File: src/rtl/tmr_pkg.sv
package tmr_pkg;
    typedef enum logic [2:0] {
        ST_OFF,
        ST_IDLE,
        ST_RUN,
        ST_HOLD,
        ST_DONE
    } tmr_state_e;

    localparam int CTL_EN_BIT  = 0;
    localparam int CTL_IE_BIT  = 1;
    localparam int CTL_CLR_BIT = 4;
endpackage

File: src/rtl/tmr_regif.sv
module tmr_regif #(
    parameter int ADDR_W = 8,
    parameter int DATA_W = 32,
    parameter logic [ADDR_W-1:0] CTRL_OFS = 8'h40,
    parameter logic [ADDR_W-1:0] VAL_OFS  = 8'h44
) (
    input  logic              wr_en,
    input  logic [ADDR_W-1:0] addr,
    input  logic              en,
    input  logic              irq_en,
    input  logic [DATA_W-1:0] count,
    output logic              ctrl_we,
    output logic              val_we,
    output logic [DATA_W-1:0] rdata
);
    import tmr_pkg::*;

    logic hit_ctrl, hit_val;

    assign hit_ctrl = (addr == CTRL_OFS);
    assign hit_val  = (addr == VAL_OFS);
    assign ctrl_we  = wr_en && hit_ctrl;
    assign val_we   = wr_en && hit_val;

    always_comb begin
        rdata = '0;
        if (hit_ctrl) begin
            rdata[CTL_EN_BIT] = en;
            rdata[CTL_IE_BIT] = irq_en;
        end else if (hit_val) begin
            rdata = count;
        end
    end
endmodule

File: src/rtl/tmr_core.sv
module tmr_core #(
    parameter int DATA_W = 32
) (
    input  logic              clk,
    input  logic              rst_n,
    input  logic              ctrl_we,
    input  logic              val_we,
    input  logic [DATA_W-1:0] wdata,
    output logic              en,
    output logic              irq_en,
    output logic [DATA_W-1:0] count,
    output logic              irq
);
    import tmr_pkg::*;

    tmr_state_e        state_q, state_d;
    logic [DATA_W-1:0] count_q;
    logic              ie_q, pending_q;
    logic              w_en, w_ie, w_clr;
    logic              ctl_on, ctl_off, expire, decr;

    assign w_en    = wdata[CTL_EN_BIT];
    assign w_ie    = wdata[CTL_IE_BIT];
    assign w_clr   = wdata[CTL_CLR_BIT];
    assign ctl_on  = ctrl_we && w_en;
    assign ctl_off = ctrl_we && !w_en;

    // next-state logic
    always_comb begin
        state_d = state_q;
        unique case (state_q)
            ST_OFF:  if (ctl_on) state_d = ST_IDLE;
            ST_IDLE: begin
                if (ctl_off)     state_d = ST_OFF;
                else if (val_we) state_d = ST_RUN;
            end
            ST_RUN: begin
                if (ctl_off)                  state_d = ST_HOLD;
                else if (val_we)              state_d = ST_RUN;
                else if (count_q <= DATA_W'(1)) state_d = ST_DONE;
            end
            ST_HOLD: if (ctl_on) state_d = ST_RUN;
            ST_DONE: begin
                if (ctl_off)     state_d = ST_OFF;
                else if (val_we) state_d = ST_RUN;
            end
            default: state_d = ST_OFF;
        endcase
    end

    // state register
    always_ff @(posedge clk or negedge rst_n) begin
        if (!rst_n) state_q <= ST_OFF;
        else        state_q <= state_d;
    end

    assign expire = (state_q == ST_RUN) && (state_d == ST_DONE);
    assign decr   = (state_q == ST_RUN) && !ctl_off && !val_we && (count_q != '0);

    // datapath registers steered by the state machine
    always_ff @(posedge clk or negedge rst_n) begin
        if (!rst_n) begin
            count_q   <= '0;
            ie_q      <= 1'b0;
            pending_q <= 1'b0;
        end else begin
            if (val_we && en)  count_q <= wdata;
            else if (decr)     count_q <= count_q - 1'b1;
            if (ctrl_we)       ie_q <= w_en && w_ie;
            if (expire)                 pending_q <= 1'b1;
            else if (ctl_on && w_clr)   pending_q <= 1'b0;
        end
    end

    // outputs
    always_comb begin
        en     = (state_q == ST_IDLE) || (state_q == ST_RUN) || (state_q == ST_DONE);
        irq_en = ie_q;
        count  = count_q;
        irq    = pending_q && ie_q;
    end

    AST_LOAD_IGNORED_OFF: assert property (@(posedge clk) disable iff (!rst_n)
        (val_we && !en) |=> $stable(count_q));
    AST_LOAD_START: assert property (@(posedge clk) disable iff (!rst_n)
        (val_we && en) |=> (count_q == $past(wdata)));
    AST_EXPIRE_FLAGS: assert property (@(posedge clk) disable iff (!rst_n)
        (state_q == ST_RUN && count_q <= DATA_W'(1) && !ctrl_we && !val_we) |=> (pending_q && count_q == '0));
    AST_DONE_AT_ZERO: assert property (@(posedge clk) disable iff (!rst_n)
        (state_q == ST_DONE) |-> (count_q == '0));
    AST_IRQ_NEEDS_EN: assert property (@(posedge clk) disable iff (!rst_n)
        irq |-> en);
    AST_OFF_KEEPS_PEND: assert property (@(posedge clk) disable iff (!rst_n)
        ctl_off |=> $stable(pending_q));
    AST_FREEZE: assert property (@(posedge clk) disable iff (!rst_n)
        (!en && !ctl_on) |=> $stable(count_q));
endmodule

File: src/rtl/evt_countdown_timer.sv
module evt_countdown_timer #(
    parameter int ADDR_W = 8,
    parameter int DATA_W = 32,
    parameter logic [ADDR_W-1:0] CTRL_OFS = 8'h40,
    parameter logic [ADDR_W-1:0] VAL_OFS  = 8'h44
) (
    input  logic              clk,
    input  logic              rst_n,
    input  logic              wr_en,
    input  logic [ADDR_W-1:0] addr,
    input  logic [DATA_W-1:0] wdata,
    output logic [DATA_W-1:0] rdata,
    output logic              irq
);
    logic              ctrl_we, val_we, en, irq_en;
    logic [DATA_W-1:0] count;

    tmr_regif #(
        .ADDR_W(ADDR_W), .DATA_W(DATA_W), .CTRL_OFS(CTRL_OFS), .VAL_OFS(VAL_OFS)
    ) u_regif (
        .wr_en(wr_en), .addr(addr), .en(en), .irq_en(irq_en), .count(count),
        .ctrl_we(ctrl_we), .val_we(val_we), .rdata(rdata)
    );

    tmr_core #(.DATA_W(DATA_W)) u_core (
        .clk(clk), .rst_n(rst_n), .ctrl_we(ctrl_we), .val_we(val_we),
        .wdata(wdata), .en(en), .irq_en(irq_en), .count(count), .irq(irq)
    );
endmodule

File: config.mk
export PLATFORM = sky130hd
export DESIGN_NAME = evt_countdown_timer
export DESIGN_NICKNAME = d
export VERILOG_FILES = /design/src/rtl/tmr_pkg.sv /design/src/rtl/tmr_regif.sv /design/src/rtl/tmr_core.sv /design/src/rtl/evt_countdown_timer.sv
export SDC_FILE = /design/constraint.sdc
export NUM_CORES = 1
export LEC_CHECK = 0
export BUFFER_PORTS_ARGS = -buffer_cell sky130_fd_sc_hd__buf_2
export CAP_MARGIN = 30
export CORE_MARGIN = 2
export CORE_UTILIZATION = 47
export DETAILED_ROUTE_END_ITERATION = 10
export HOLD_SLACK_MARGIN = 0.12
export PLACE_DENSITY = 0.73
export RECOVER_POWER = 50
export SLEW_MARGIN = 5
export SYNTH_ARGS = -nofsm -noshare
export SYNTH_HDL_FRONTEND = slang
export SYNTH_SLANG_ARGS = --single-unit
File: constraint.sdc
create_clock -name clk -period 2.7 [get_ports clk]
set_input_delay 0.54 -clock clk [delete_from_list [all_inputs] [get_ports clk]]
set_output_delay 0.54 -clock clk [all_outputs]
set_load 0.1 [all_outputs]
== After elaboration in Yosys (flattened, before gate mapping) ==
Index checks and enable logic that the tools add are counted.

* Word-level logic and storage cells: 50
* Output and inout bits: 33
* Input port bits: 43
* Register bits after elaboration: 37

* Reduce and logical (&&, ||, !) cells: 22
* Equal/unequal tests: 7
* Mux-type cells: 15
* $lt $le $gt $ge: 1
* Add/sub/neg operators: 1

{| class="wikitable"
|+ Operators with widths
! cell !! number
|-
| $mux W32 || 3
|-
| $le A32 B1 Y1 const B || 1
|-
| $reduce_bool A32 Y1 || 1
|-
| $sub A32 B1 Y32 const B || 1
|-
| $mux W30 || 1
|-
| $mux W3 || 7
|-
| $eq A8 B7 Y1 const B || 2
|-
| $logic_and A1 B1 Y1 || 12
|-
| $pmux W3 S4 || 1
|-
| $eq A3 B2 Y1 const B || 2
|-
| $eq A3 B3 Y1 const B || 2
|-
| $reduce_bool A2 Y1 || 2
|-
| $eq A3 B1 Y1 const B || 1
|-
| $logic_not A1 Y1 || 3
|-
| $logic_not A3 Y1 || 1
|-
| $logic_or A1 B1 Y1 || 2
|-
| $mux W1 || 2
|-
| $mux W2 || 1
|-
| $reduce_or A2 Y1 || 1
|}

== Depth between registers and ports, before layout ==
* Word-level depth: 9
* Gate-level depth with buffers: 8
* Depth with buffers taken out: 8

== Hierarchy ==
From an unflattened synthesis, not the netlist that was laid out.

* Cell total of the unflattened synthesis: 350
* Area total of the unflattened synthesis: 2,975.4 um2

{| class="wikitable"
|+ Modules (own cells, without submodules)
! module !! times used !! cells each !! area an instance (um2) !! seq. area each (um2)
|-
| tmr_core || 1 || 272 || 2,388.5 || 925.9
|-
| tmr_regif || 1 || 78 || 586.8 || 0.0
|}

== Worst setup path before layout ==
Ideal clock, no wire load.

* Path type: input-to-output
* Start point: input port addr[1]
* End point: output port rdata[1]
* Setup slack: -993 ps
* Required time: 2,160 ps
* Buffers on the path: 1
* Stages on the path: 4
* Data arrival time: 3,153 ps
* Cells stage by stage: or4_1 nor4b_4 clkbuf_1 nor2b_1

* Longest elaborated chain between the ends: 3
* Elaborated cells between the ends (all ways): 4
* Classes of those cells: eq/ne (2); mux (2)

{| class="wikitable"
|+ RTL lines
! item !! line !! source
|-
| start, declared || evt_countdown_timer.sv:10 || <nowiki>input logic [ADDR_W-1:0] addr,</nowiki>
|-
| $eq A8 B7 Y1 || tmr_regif.sv:21 || <nowiki>assign hit_val = (addr == VAL_OFS);</nowiki>
|-
| $mux W32 || tmr_regif.sv:30 || <nowiki>end else if (hit_val) begin</nowiki>
|-
| $mux W2 (*) || tmr_regif.sv:27 || <nowiki>if (hit_ctrl) begin</nowiki>
|-
| end, declared || evt_countdown_timer.sv:12 || <nowiki>output logic [DATA_W-1:0] rdata,</nowiki>
|}

Mark *: on every way between the ends. The rest lies on a longest branch, timed or not.

== Worst setup path in the final report ==
* Start point: input port addr[1]
* End point: output port rdata[0]

The elaborated chain is that of the path after synthesis.

==> flow_summary.toml <==
[final_layout]
multiInputGateArea_um2 = 1690
area_growth_pct = 44.6
drive_gt1_share_pct = 37.3
antennaDiodeCount = 0
fin_cells = 455
seqCellArea_um2 = 926
fillers = 406
fin_nets = 428

[worst_setup_path]
timing.rr.end = "u_core.count[26]"
crit_type = "in -> out"
cp.required_ps = 2160
crit_path_max_fanout = 22
crit_arrival_ps = 2110
worstReg2RegStart = "u_core.count[6]"
reg2reg_slack_ps = 180
critPathCaptureType = "output pin"
r2r_cells = 6
cp-start-kind = "primary input"

[detailed_routing]
wire_per_inst_um = 15.3
vias_per_cell = 5.57
drt_wl_total_um = 6970
drt-pass1-iter-count = 5
final_antenna_net_count = 0
drtIter0Drc = 235
num_vias = 2534
route.detailed.drc = 0

[sta]
min_period_over_period_pct = 98.1
finClkSkew_ps = 6.61
max_slew.worst_pin.slew_ps = 2010
finalCriticalPeriod_ps = 2650
hold_viol = 0
setup-violations-final = 0
drv_slew = 38
hold-worst-slack_ps = 458
rsz0062_at_grt = "yes"
relSlewSlack_pct = -34.1
timing.fmax_ghz = 0.377

[synthesis]
synth_seq_area_share_pct = 35.4
synthFlopType = "dfrtp_1"
yosys_warnings = 0
syn_area_um2 = 2620
synth-edff-count = 0
synth.distinct_cells = 48
syn_nets = 353
synthArstFlopShare_pct = 100
syn_inst = 307
synth_seq_cells = 37
synth.avg_cell_area_um2 = 8.53

[run_status]
outcome = "finished, violations left"
violations = "max-capacitance violations, max-slew violations"

[global_routing]
grt_max_degree = 40
grt_antenna_before_repair = 0
grt_pass1_vias = 2655
grt_pass1_wl_um = 12100
grt_overflow = 0
gr-usage-all-layers_pct = 24.4

[floorplan]
die_x_um = 78.6
coreArea_um2 = 5440
rows = 27
die_h_um = 78.6
die-area_um2 = 6180
initial_core_util_pct = 48.1
pin_count = 76

[hold_path]
hold_path.class = "in -> reg"
whs_path_depth = 2
holdPathEnd = "u_core.pending_q"
min_from = "wdata[4]"

[placed_design]
gp_congestion = 0.844
hpwl_um = 5200
placed_cells = 447
numPortBuffers = 75

[pwr]
internal_power_mw = 0.877
ir_drop_mv = 0.206
pwr-share-seq_pct = 51.2
p_leak_nw = 1.65
pwr-share-clk_pct = 30.4
p_comb_share_pct = 18.4
p_per_area_nw_per_um2 = 335
switching_share_pct = 30.9
netSwitchingPower_mw = 0.392

[clocking]
clk_pin_slew_worst_paths_ps = 70
cts_setup_buffers = 0
cts_inserted_buffers = 5
postCtsHoldBufs = 0
cts_tree = "yes"
h-tree-depth = 2
clockBufferDepth = 2
root_buffer = "clkbuf_8"
clkSinkCount = 37
clk_latency_ps = 290

[flow_run]
cap_violations = 1
-- cell families after synthesis --
logic type / after synthesis / synth area share [%]
and+or+nand+nor: 162 / 37.0
buffers and inverters: 22 / 3.87
AOI/OAI and AO/OA: 49 / 10.5
DFF: 37 / 35.4
adders and majority gates: 3 / 1.43
xor gates and xnor gates: 28 / 9.37
muxes: 6 / 2.44
-- flip-flops by register name (all words and copies together), names as in the netlist --
register          flops
u_core.count         32
u_core.irq_en         1
u_core.state_q        3
u_core.pending_q      1
-- synth_stat cells, drive strengths merged (2+ instances only) --
| master | number | area share, % |
|---|---|---|
| a21oi | 32 | 6.1 |
| a31oi | 6 | 1.4 |
| and2 | 2 | 0.53 |
| and3 | 31 | 7.5 |
| buf | 5 | 1.4 |
| clkbuf | 14 | 2.0 |
| dfrtp | 37 | 35 |
| ha | 3 | 1.4 |
| inv | 3 | 0.43 |
| mux2 | 3 | 1.3 |
| mux2i | 3 | 1.1 |
| nand2 | 18 | 2.7 |
| nand2b | 2 | 0.48 |
| nand3 | 13 | 2.5 |
| nand3b | 3 | 0.86 |
| nand4 | 8 | 2.2 |
| nand4b | 2 | 0.67 |
| nor2 | 46 | 6.7 |
| nor2b | 3 | 0.72 |
| nor3 | 11 | 2.1 |
| nor3b | 4 | 1.5 |
| nor4 | 8 | 3.2 |
| nor4b | 3 | 2.7 |
| o211ai | 2 | 0.57 |
| o21ai | 4 | 0.76 |
| or3 | 2 | 0.48 |
| or4 | 2 | 0.72 |
| xnor2 | 8 | 2.7 |
| xor2 | 20 | 6.7 |
-- placed cells by master, fill, tap and decap left out, drive strengths merged, types with 7 or more instances in the layout --
cell and count:
nor4 8, nand4 8, xnor2 8, clkbuf 7, nor3 11, nor2 46, xor2 20, and3 31
nand3 13, dfrtp 37, buf 85, nand2 18, a21oi 32
-- power by group through the flow --
stage	logic (mW)	registers (mW)	clock network (mW)
after floorplan	0.153	0.641	0
after global placement	0.222	0.658	0
after detailed placement	0.230	0.660	0
after CTS	0.233	0.650	0.389
after global routing	0.260	0.657	0.423
final	0.234	0.650	0.385
-- routing by layer --
metal,vias up,part of all wire [%],GRT usage [%]
li1,1247,-,-
met1,1216,41,30.4
met2,65,53,42.8
met3,6,4.4,5.06
met4,0,1.0,6.49
met5,-,0,0
-- metrics by stage --
step | total power, mW | util (%) | setup WS [ps] | cell area [µm²] | TNS [ps]
after global placement | 0.879 | 67.8 | -33.3 | 3690 | -378
after detailed placement | 0.890 | 67.8 | -54.1 | 3690 | -875
final | 1.27 | 69.6 | 50.8 | 3790 | 0
after CTS | 1.27 | 69.5 | 34.0 | 3780 | 0
after floorplan | 0.794 | - | -198 | 2720 | -3600
after global routing | 1.34 | 69.6 | -18.8 | 3790 | -89.2
-- how the worst max path moves through the flow --
stage                     end  slack [ps]  startpoint  cells after the start
floorplan           rdata[20]        -200     addr[1]                      4
global placement    rdata[20]         -30     addr[1]                      6
detailed placement  rdata[21]         -50     addr[1]                      6
CTS                  rdata[0]          30     addr[1]                      6
global route         rdata[2]         -20     addr[1]                      6
finish               rdata[0]          50     addr[1]                      6
-- repair_timing --
| item | in CTS | in global routing |
|---|---|---|
| resized for setup | 2 | 1 |
| setup endpoints to repair | 31 | 29 |
| pin swaps | 1 | 0 |
-- worst max-delay path: stages --
cell     delay, ps
buf_6           90
or4_4          540
nor4b_4        320
buf_12         210
o211a_2        220
buf_12         180
-- area by class of cell --
cell class,instances,area share (%)
inverters,3,0.297
clock buffers,5,1.82
well taps,72,2.38
clock inverters,3,0.463
repair buffers,87,25.8
multi-input cells,248,44.7
flip-flops and latches,37,24.5
Power figures use the tool's default switching activity.
